--- src/rtl/apu_pkg.sv ---
package apu_pkg;
    localparam int ADDR_CTRL   = 0;
    localparam int ADDR_ALM_LO = 1;   // alarm i low word at 1 + 2*i
    localparam int ADDR_PER    = 5;   // generator g period at 5 + g
    localparam int ADDR_PRESC  = 8;

    localparam int CB_ENABLE   = 2;
    localparam int CB_NOALIGN  = 14;
    localparam int CB_START    = 28;
    localparam int CB_POL2     = 30;
    localparam int CB_POL1     = 31;

    localparam int EV_ALM1     = 16;
    localparam int EV_ALM2     = 17;
    localparam int EV_GEN1     = 7;   // generator g reports at EV_GEN1 - g

    typedef enum logic [1:0] {
        GS_IDLE = 2'd0,
        GS_WAIT = 2'd1,
        GS_RUN  = 2'd2
    } gen_state_t;
endpackage

--- src/rtl/apu_alarm_match.sv ---
module apu_alarm_match #(
    parameter int TIME_W = 64,
    parameter int TICK_W = 10
) (
    input  logic              clk,
    input  logic              rst_n,
    input  logic [TIME_W-1:0] time_now,
    input  logic [TICK_W-1:0] tick,
    input  logic              wr_lo,
    input  logic              wr_hi,
    input  logic [31:0]       wr_data,
    output logic              hit,
    output logic              evt
);
    localparam int HALF = TIME_W / 2;

    logic [TIME_W-1:0] alarm_q;
    logic              armed_q;
    logic [TIME_W-1:0] delta;

    assign delta = time_now - alarm_q;
    assign hit   = armed_q && (time_now >= alarm_q) &&
                   (delta < {{(TIME_W-TICK_W){1'b0}}, tick});

    always_ff @(posedge clk or negedge rst_n) begin
        if (!rst_n) begin
            alarm_q <= '0;
            armed_q <= 1'b0;
            evt     <= 1'b0;
        end else begin
            evt <= hit;
            if (wr_lo) alarm_q[HALF-1:0]      <= wr_data[HALF-1:0];
            if (wr_hi) alarm_q[TIME_W-1:HALF] <= wr_data[HALF-1:0];
            if (wr_lo || wr_hi) armed_q <= 1'b1;
            else if (hit)       armed_q <= 1'b0;
        end
    end
endmodule

--- src/rtl/apu_interval_gen.sv ---
module apu_interval_gen #(
    parameter int PER_W  = 32,
    parameter int TICK_W = 10
) (
    input  logic              clk,
    input  logic              rst_n,
    input  logic [PER_W-1:0]  period,
    input  logic [TICK_W-1:0] tick,
    input  logic              run,
    input  logic              en,
    input  logic              load,
    output logic              pulse
);
    localparam int CW = PER_W + 1;

    logic [CW-1:0] remain_q;   // distance from the current sample to the next target
    logic [CW-1:0] tick_x;
    logic [CW-1:0] per_x;

    assign tick_x = {{(CW-TICK_W){1'b0}}, tick};
    assign per_x  = {1'b0, period};

    always_ff @(posedge clk or negedge rst_n) begin
        if (!rst_n) begin
            remain_q <= '0;
            pulse    <= 1'b0;
        end else begin
            pulse <= 1'b0;
            if (load) begin
                remain_q <= '0;
            end else if (run && en && (period != '0)) begin
                if (remain_q < tick_x) begin
                    pulse    <= 1'b1;
                    remain_q <= remain_q + per_x - tick_x;
                end else begin
                    remain_q <= remain_q - tick_x;
                end
            end
        end
    end
endmodule

--- src/rtl/apu_clk_div.sv ---
module apu_clk_div #(
    parameter int DIV_W = 16
) (
    input  logic             clk,
    input  logic             rst_n,
    input  logic             en,
    input  logic             clr,
    input  logic [DIV_W-1:0] div,
    output logic             clk_out
);
    logic [DIV_W-1:0] cnt_q;
    logic [DIV_W-1:0] last;

    assign last = (div == '0) ? '0 : div - 1'b1;

    always_ff @(posedge clk or negedge rst_n) begin
        if (!rst_n) begin
            cnt_q   <= '0;
            clk_out <= 1'b0;
        end else if (clr) begin
            cnt_q <= '0;
        end else if (en) begin
            if (cnt_q >= last) begin
                cnt_q   <= '0;
                clk_out <= ~clk_out;
            end else begin
                cnt_q <= cnt_q + 1'b1;
            end
        end
    end
endmodule

--- src/rtl/alarm_pulse_unit.sv ---
module alarm_pulse_unit
    import apu_pkg::*;
#(
    parameter int TIME_W = 64,
    parameter int TICK_W = 10,
    parameter int PER_W  = 32,
    parameter int N_GEN  = 3,
    parameter int DIV_W  = 16,
    parameter int AW     = 4
) (
    input  logic              clk,
    input  logic              rst_n,
    input  logic [TIME_W-1:0] time_now,
    input  logic [TICK_W-1:0] tick_ns,
    input  logic              wr_en,
    input  logic [AW-1:0]     wr_addr,
    input  logic [31:0]       wr_data,
    output logic [1:0]        alarm_pin,
    output logic [N_GEN-1:0]  pulse_pin,
    output logic              clk_out,
    output logic [31:0]       evt_flags
);
    localparam int N_ALM = 2;

    logic             en_q, noalign_q, start_q;
    logic [1:0]       pol_q;
    logic [DIV_W-1:0] presc_q;
    logic [PER_W-1:0] period_q [N_GEN];
    logic [N_ALM-1:0] alm_hit, alm_evt;
    logic             gen_run, gen_load, presc_wr;
    gen_state_t       state_q, state_d;

    assign presc_wr = wr_en && (wr_addr == AW'(ADDR_PRESC));

    // control and prescale registers
    always_ff @(posedge clk or negedge rst_n) begin
        if (!rst_n) begin
            en_q      <= 1'b0;
            noalign_q <= 1'b0;
            start_q   <= 1'b0;
            pol_q     <= 2'b00;
            presc_q   <= DIV_W'(1);
        end else begin
            if (wr_en && (wr_addr == AW'(ADDR_CTRL))) begin
                en_q      <= wr_data[CB_ENABLE];
                noalign_q <= wr_data[CB_NOALIGN];
                start_q   <= wr_data[CB_START];
                pol_q     <= {wr_data[CB_POL2], wr_data[CB_POL1]};
            end
            if (presc_wr) presc_q <= wr_data[DIV_W-1:0];
        end
    end

    // alarm comparators
    for (genvar i = 0; i < N_ALM; i++) begin : g_alarm
        apu_alarm_match #(.TIME_W(TIME_W), .TICK_W(TICK_W)) u_match (
            .clk      (clk),
            .rst_n    (rst_n),
            .time_now (time_now),
            .tick     (tick_ns),
            .wr_lo    (wr_en && (wr_addr == AW'(ADDR_ALM_LO + 2*i))),
            .wr_hi    (wr_en && (wr_addr == AW'(ADDR_ALM_LO + 2*i + 1))),
            .wr_data  (wr_data),
            .hit      (alm_hit[i]),
            .evt      (alm_evt[i])
        );
    end

    assign alarm_pin = alm_evt ^ pol_q;

    // generator controller: state register
    always_ff @(posedge clk or negedge rst_n) begin
        if (!rst_n) state_q <= GS_IDLE;
        else        state_q <= state_d;
    end

    // generator controller: transitions
    always_comb begin
        state_d = state_q;
        unique case (state_q)
            GS_IDLE: if (start_q) state_d = GS_WAIT;
            GS_WAIT: begin
                if (!start_q)       state_d = GS_IDLE;
                else if (alm_hit[0]) state_d = GS_RUN;
            end
            GS_RUN:  if (!start_q) state_d = GS_IDLE;
            default: state_d = GS_IDLE;
        endcase
    end

    // generator controller: outputs
    always_comb begin
        gen_run  = 1'b0;
        gen_load = 1'b0;
        unique case (state_q)
            GS_IDLE: ;
            GS_WAIT: gen_load = start_q && alm_hit[0];
            GS_RUN: begin
                gen_run  = 1'b1;
                gen_load = start_q && alm_hit[0] && !noalign_q;
            end
            default: ;
        endcase
    end

    // interval generators with their period registers
    for (genvar g = 0; g < N_GEN; g++) begin : g_gen
        always_ff @(posedge clk or negedge rst_n) begin
            if (!rst_n) period_q[g] <= '0;
            else if (wr_en && (wr_addr == AW'(ADDR_PER + g))) period_q[g] <= wr_data[PER_W-1:0];
        end

        apu_interval_gen #(.PER_W(PER_W), .TICK_W(TICK_W)) u_gen (
            .clk    (clk),
            .rst_n  (rst_n),
            .period (period_q[g]),
            .tick   (tick_ns),
            .run    (gen_run),
            .en     (en_q),
            .load   (gen_load),
            .pulse  (pulse_pin[g])
        );
    end

    apu_clk_div #(.DIV_W(DIV_W)) u_div (
        .clk     (clk),
        .rst_n   (rst_n),
        .en      (en_q),
        .clr     (presc_wr),
        .div     (presc_q),
        .clk_out (clk_out)
    );

    always_comb begin
        evt_flags          = '0;
        evt_flags[EV_ALM1] = alm_evt[0];
        evt_flags[EV_ALM2] = alm_evt[1];
        for (int g = 0; g < N_GEN; g++) evt_flags[EV_GEN1 - g] = pulse_pin[g];
    end
endmodule

--- config.mk ---
export PLATFORM = sky130hd
export DESIGN_NAME = alarm_pulse_unit
export DESIGN_NICKNAME = d
export VERILOG_FILES = /design/src/rtl/apu_pkg.sv /design/src/rtl/apu_alarm_match.sv /design/src/rtl/apu_interval_gen.sv /design/src/rtl/apu_clk_div.sv /design/src/rtl/alarm_pulse_unit.sv
export SDC_FILE = /design/constraint.sdc
export NUM_CORES = 1
export LEC_CHECK = 0
export BUFFER_PORTS_ARGS = -buffer_cell sky130_fd_sc_hd__buf_2
export CAP_MARGIN = 25
export CELL_PAD_IN_SITES_DETAIL_PLACEMENT = 0
export CELL_PAD_IN_SITES_GLOBAL_PLACEMENT = 1
export CORE_MARGIN = 2
export CORE_UTILIZATION = 45
export CTS_BUF_LIST = sky130_fd_sc_hd__clkbuf_8
export DETAILED_ROUTE_END_ITERATION = 10
export PLACE_DENSITY = 0.8
export SLEW_MARGIN = 20
export SYNTH_ARGS = -nofsm -noshare
export SYNTH_HDL_FRONTEND = slang
export SYNTH_SLANG_ARGS = --single-unit
--- constraint.sdc ---
create_clock -name clk -period 6 [get_ports clk]
set_input_delay 0.9 -clock clk [delete_from_list [all_inputs] [get_ports clk]]
set_output_delay 0.9 -clock clk [all_outputs]
set_load 0.01 [all_outputs]
==> results.ini, run 1 <==
[placement]
gp_congestion=0.998
dp_cells=5395
hpwl_mm=88.7
io_buffers=123

[yosys]
ys_top_cells_by_area=dfrtp_1, ha_1, inv_1
synth_edf_count=0
ys.flop_type=dfrtp_1
syn-cell-area_um2=34800
synth_cell_types=95
synth_top_cell_area_share_pct=26.5
synth_cells=4367
synth_warnings=0
syn_area_per_cell_um2=7.97
ys_async_sr_fraction_pct=100
ys_ff_latch=370
ys_seq_area_share_pct=26.6
synth_top_cell_by_area=dfrtp_1

[timing]
setup_violations=0
final.setup_skew_ns=0.0469
tns_ns=0
slew_viol_final=0
final.min_clock_period_ns=5.57
worst_pin_slew_ns=0.956
fin_crit_sh_pct=92.9
final_hold_viol_count=0
relSlewSlack_pct=36.2
rsz0062_at_grt=false
max_freq_mhz=179

[pwr]
ir_worst_vdd_uv=145
power_leakage_nw=18.1
total_power_w=0.0126
power.density_nw_per_um2=334

[cts]
cts.sinks=370
post_cts_buffers=0
root_buffer=clkbuf_8
holdBufCountCts=0
clock_latency_ns=0.66
clk_pin_slew_ns=0.06
clockBufferDepth=3
cts_tree=yes
ctsResizeCount=0
cts_buffers=71
htreeDepth=3

[worst_setup_path]
worstSetupEndpointType=register
start_kind=input port
slowest_stage=fa_1
r2r_end=g_gen[2].u_gen.remain_q[28]
crit_family=simple AND/OR/NAND/NOR gates
critPathMaxFanout=24
worstSetupPathType=input port to register
cp_common_cell=nand4_1
cp.required_ns=6.50
slowest_delay_ns=0.41
cp_num_buf_inv=6
rrSetupSlack_ns=0.45
critPathArrivalTime_ns=6.07
reg2regPathDepth=23
reg2reg_from=g_alarm[0].u_match.alarm_q[5]

[routing]
vias=31900
ant_nets=0
drc=0
vias_per_cell=5.78
dr.first_iter.drc_count=2434
wl_per_cell_um=21.1
first_pass_iters=5
route.final.wire_length_mm=116

[worst_hold_path]
min_path_type=input port to asynchronous set/reset pin

[grt]
grt_first_pass_wirelength_mm=179
grt_max_degree=149
grt_pass1_vias=30400
track_usage_pct=29.3
globalRouteOverflowTotal=0
grt_antenna_before_repair=11

[finish]
drive_above_1_share_pct=10.2
final_cells=5522
area_delta_synth_final_pct=8.88
fillCellCount=7651
utilization_pct=49.7
fin_nets=4948

[die]
boundaryPins=151
fp.dieH_um=282
rows=101
fp.dieArea_um2=79600
die_x_um=282
initial_core_util_pct=45.6
core_um2=76300

[status]
outcome=finished, final reports clean

[flow_run]
drv_cap=0

==> registers in the layout (all words and copies together) (netlist names) <==
name	cells
state_q	2
en_q	1
g_alarm.u_match.evt	2
g_gen.u_gen.remain_q	99
g_gen.u_gen.pulse	3
period_q	96
noalign_q	1
pol_q	2
start_q	1
u_div.cnt_q	16
g_alarm.u_match.armed_q	2
g_alarm.u_match.alarm_q	128
u_div.clk_out	1
presc_q	16
==> cell families after synthesis <==
| logic type | count (synthesis) | synth area share [%] |
|---|---|---|
| AND/OR/NAND/NOR | 1232 | 17.2 |
| XOR/XNOR | 182 | 4.58 |
| adder cells (fa/ha/maj) | 397 | 15.0 |
| multiplexers | 151 | 4.80 |
| flip-flops | 370 | 26.6 |
| buffers and inverters | 817 | 9.44 |
| AO/OA/AOI/OAI | 1217 | 22.4 |
| other | 1 | 0.0108 |
==> stage by stage <==
step | hold WS [ns] | setup slack, ns | cell area [um2]
after floorplan | 0.479 | 1.02 | 34900
after global placement | 0.457 | -0.0429 | 36400
after detailed placement | 0.456 | -0.203 | 36400
after CTS | 0.236 | 0.401 | 37900
after global routing | 0.305 | 0.0941 | 37900
final | 0.264 | 0.428 | 37900
==> where the power goes <==
part           leakage [nW]  switching [W]  internal [W]
logic                  12.7        0.00404       0.00268
clock network         0.842        0.00120       0.00157
registers              4.56       0.000246       0.00292
==> metal layers <==
layer	part of all wire [%]	GRT usage (%)
met1	44	40.0
met2	43	45.5
met3	7.2	4.36
met4	4.9	13.6
met5	0.012	0
==> worst max-delay path by stage <==
stage	start	end	slack [ns]	cells past startpoint
floorplan	time_now[1]	g_alarm[1].u_match.armed_q	1.02	21
finish	time_now[0]	g_gen[2].u_gen.remain_q[28]	0.43	25
detailed placement	time_now[4]	g_gen[2].u_gen.remain_q[26]	-0.20	23
CTS	g_alarm[0].u_match.alarm_q[5]	g_gen[2].u_gen.remain_q[19]	0.40	23
global route	g_alarm[0].u_match.alarm_q[5]	g_gen[2].u_gen.remain_q[19]	0.09	23
global placement	time_now[4]	g_gen[0].u_gen.remain_q[9]	-0.04	23
==> synth_stat cells, types with 13 or more instances <==
cell type,instances
a211oi_1,97
o22ai_1,20
o21ai_0,300
a211o_1,13
buf_4,37
and2_1,16
a21o_1,127
o21a_1,54
a21oi_1,293
nor2_1,287
xor2_1,75
o211ai_1,25
nand2_1,371
nor4_1,57
nand2b_1,39
o21bai_1,37
nor4b_1,15
nand4_1,90
clkbuf_1,139
nor2b_1,35
inv_1,612
fa_1,35
nand3_1,93
a22oi_1,13
nor3_1,92
ha_1,362
a31oi_1,48
or2_2,14
or4_1,14
or3_1,32
mux2i_1,24
mux2_2,126
xnor2_1,107
a21boi_0,18
and3_1,35
o21ai_1,13
o31ai_1,21
dfrtp_1,369
==> cell usage in the layout, fill, tap and decap left out, types with 24 or more instances in the layout <==
master | synthesis | routed
buf_2 | 9 | 122
xor2_1 | 75 | 75
a211oi_1 | 97 | 96
nand4_1 | 90 | 90
o21a_1 | 54 | 54
o21bai_1 | 37 | 37
conb_1 | 1 | 27
nor2b_1 | 35 | 35
nand2_1 | 371 | 371
inv_1 | 612 | 628
a31oi_1 | 48 | 48
nand2b_1 | 39 | 39
mux2_2 | 126 | 126
o211ai_1 | 25 | 25
nor3_1 | 92 | 92
nand3_1 | 93 | 93
clkbuf_8 | 0 | 90
a21o_1 | 127 | 127
mux2i_1 | 24 | 24
and3_1 | 35 | 34
fa_1 | 35 | 35
nor2_1 | 287 | 285
or3_1 | 32 | 32
xnor2_1 | 107 | 107
buf_4 | 37 | 47
o21ai_0 | 300 | 299
a21oi_1 | 293 | 293
ha_1 | 362 | 362
nor4_1 | 57 | 56
dfrtp_1 | 369 | 369
==> layout make-up <==
cell class,count,area (um2),area share (%)
diodes,3,7.51,0.0198
clock buffers,90,1240,3.27
clock inverters,34,297,0.782
inverters,613,2300,6.07
multi-input cells,3206,22400,59.1
flip-flops and latches,370,9260,24.4
well taps,1030,1290,3.40
repair buffers,176,1100,2.90
Note: power is estimated with default switching activity, not from simulation.
==> run 2, diff against run 1 <==
- ABC_AREA: unset -> 1
- BUFFER_PORTS_ARGS: -buffer_cell sky130_fd_sc_hd__buf_2 -> unset
- CORE_ASPECT_RATIO: unset -> 1.2
- DONT_BUFFER_PORTS: unset -> 1
- PLACE_DENSITY: 0.8 -> 0.82
==> results.ini, run 2 <==
[yosys]
syn_area_per_cell_um2=6.25  ; -22%
synth_warnings=0  ; unchanged
ys_top_cells_by_area=dfrtp_1, nand2_1, inv_1
yosysMostFrequentCell=nand2_1
ys_async_sr_fraction_pct=100  ; unchanged
syn-cell-area_um2=39500  ; +13%
synthTopCellsByCount=nand2_1, inv_1, o21ai_0, nor2_1, dfrtp_1
synth_top_cell_area_share_pct=23.4  ; -3.1 points
synth_cell_types=56  ; -41%
synth_top_cell_by_area=dfrtp_1
synth_cells=6312  ; +45%
synth_edf_count=0  ; unchanged
ys_ff_latch=370  ; unchanged
ys.flop_type=dfrtp_1
ys_seq_area_share_pct=23.5  ; -3.1 points

[finish]
top_register=g_alarm.u_match.alarm_q
final_cell_mix=nand2_1, inv_1, o21ai_0
drive_above_1_share_pct=3.82  ; -6.4 points
fin_nets=6812  ; +38%
utilization_pct=49.0  ; -0.64 points
area_delta_synth_final_pct=7.51
largest_reg_flops=128  ; unchanged
layout_commonest_cell=nand2_1
fillCellCount=9354  ; +22%
reg_top3=g_alarm.u_match.alarm_q (128), g_gen.u_gen.remain_q (99), period_q (96)

[die]
boundaryPins=151  ; unchanged
fp.dieArea_um2=90100  ; +13%
initial_core_util_pct=45.6  ; about the same
die_x_um=274  ; -2.8%
rows=118  ; +17%
fp.dieH_um=328  ; +16%
core_um2=86500  ; +13%

[pwr]
power.density_nw_per_um2=484  ; +45%
ir_worst_vdd_uv=316  ; +120%
power_leakage_nw=23.0  ; +27%
total_power_w=0.0205  ; +62%

[timing]
rsz0062_at_grt=false
worst_pin_slew_ns=1.08  ; +0.124 ns
final_hold_viol_count=0  ; unchanged
final.min_clock_period_ns=4.98  ; -0.596 ns
final.setup_skew_ns=0.0517  ; +0.00481 ns
layout_setup_ws_ns=1.02  ; +0.596 ns
tns_ns=0  ; unchanged
max_freq_mhz=201  ; +12%
whs_ns=0.116  ; -0.149 ns
fin_crit_sh_pct=82.9  ; -9.9 points
relSlewSlack_pct=27.8  ; -8.4 points
slew_viol_final=0  ; unchanged
setup_violations=0  ; unchanged

[routing]
wl_per_cell_um=20.6  ; -2.2%
first_pass_iters=6  ; +1
vias=39900  ; +25%
route.final.wire_length_mm=155  ; +33%
drc=0  ; unchanged
vias_per_cell=5.30  ; -8.3%
ant_nets=0  ; unchanged
dr.first_iter.drc_count=2966  ; +22%

[grt]
track_usage_pct=34.2  ; +4.9 points
grt_pass1_vias=39100  ; +29%
grt_max_degree=371  ; +150%
grt_antenna_before_repair=24  ; +13
globalRouteOverflowTotal=0  ; unchanged
grt_first_pass_wirelength_mm=232  ; +30%

[worst_setup_path]
worstSetupPathType=register to register
critPathMaxFanout=27  ; +13%
critPathArrivalTime_ns=5.56  ; -0.51 ns
cp.required_ns=6.59  ; +0.09 ns
start_kind=register
worstSetupEndpointType=register

[cts]
clk_pin_slew_ns=0.06  ; about the same
cts.sinks=370  ; unchanged
cts_tree=yes
ctsResizeCount=0  ; unchanged
htreeDepth=3  ; unchanged
post_cts_buffers=0  ; unchanged
clockBufferDepth=3  ; unchanged
root_buffer=clkbuf_8
cts_buffers=73  ; +2.8%
clock_latency_ns=0.73  ; +0.07 ns

[status]
outcome=finished, final reports clean

[placement]
hpwl_mm=125  ; +41%
post-place-ws_ns=0.629  ; +0.832 ns
gp_congestion=0.988  ; -1.1%
io_buffers=0  ; -100%

[worst_hold_path]
min_path_type=input port to asynchronous set/reset pin

[flow_run]
drv_cap=0  ; unchanged

run 2: cell count changes after synthesis, moves of 92 or more:
cell | previous run | this run
inv_1 | 612 | 1284
a211oi_1 | 97 | 5
nand2_1 | 371 | 1680
nor2_1 | 287 | 531
o21ai_0 | 300 | 539
mux2_2 | 126 | 0
nand3_1 | 93 | 351
a21o_1 | 127 | 10
run 2: metal layers:
layer	GRT usage, %	wire, um
met4	19.4	9420
met5	0.913	121
met2	58.5	73400
met1	37.9	59300
met3	9.59	12900
run 2: power by group:
group          switching (W)  total, W  internal, W
logic                0.00880    0.0135      0.00471
registers           0.000638   0.00382      0.00318
clock network        0.00135   0.00321      0.00186
total                 0.0108    0.0205      0.00975
run 2: critical path: stages (launching register included):
cell and delay [ns]:
dfrtp_1 0.34, inv_1 0.04, ha_1 0.41, nand2_1 0.21
nor2_1 0.42, nand4_1 0.18, nand3_2 0.21, xor2_1 0.18
ha_1 0.26, nand2_1 0.07, nand3b_1 0.08, inv_1 0.08
nand2_1 0.05, nor2_1 0.11, nand2_1 0.08, nor2_1 0.09
nand3_1 0.07, nor2_1 0.10, nand3_1 0.09, nor2_2 0.19
nand3_4 0.33, nand2_1 0.92, inv_1 0.18, nand2_1 0.12
nand2_1 0.05
run 2: cell families after synthesis:
kind of cell	Yosys count	synth area share, %
multiplexers	12	0.304
AO/OA/AOI/OAI	1020	13.8
XOR/XNOR	192	4.26
other	1	0.00950
buffers and inverters	1435	14.2
flip-flops	370	23.5
AND/OR/NAND/NOR	2885	30.7
adder cells (fa/ha/maj)	397	13.3
run 2: per-stage QoR:
| stage | std cells | cell area [um2] |
|---|---|---|
| floorplan | 6338 | 39600 |
| global placement | 7362 | 40500 |
| detailed placement | 7364 | 40500 |
| CTS | 7499 | 42300 |
| global route | 7516 | 42400 |
| finish | 7520 | 42400 |
run 2: final timing paths:
| kind | from | endpoint | slack, ns | depth (start not counted) |
|---|---|---|---|---|
| setup / recovery | g_alarm[0].u_match.alarm_q[8] | g_gen[1].u_gen.remain_q[21] | 1.02 | 24 |
| hold / removal | rst_n | g_alarm[0].u_match.alarm_q[62] | 0.12 | 1 |
| setup reg to reg | g_alarm[0].u_match.alarm_q[8] | g_gen[1].u_gen.remain_q[21] | 1.02 | 24 |
| hold reg to reg | g_alarm[0].u_match.alarm_q[8] | g_alarm[0].u_match.alarm_q[8] | 0.48 | 2 |
| max in group asynchronous | rst_n | period_q[90] | 4.52 | 2 |
| min in group clk | wr_data[20] | period_q[20] | 0.29 | 2 |
run 2: final cells by class:
type	instances	area (um2)	share of cell area, %
Timing Repair Buffer	22	250	0.590
Inverter	1302	4890	11.5
Antenna cell	18	45.0	0.106
Tap cell	1140	1430	3.36
Clock buffer	97	1340	3.15
Sequential cell	370	9260	21.8
Multi-Input combinational cell	4533	24800	58.4
Clock inverter	38	455	1.07
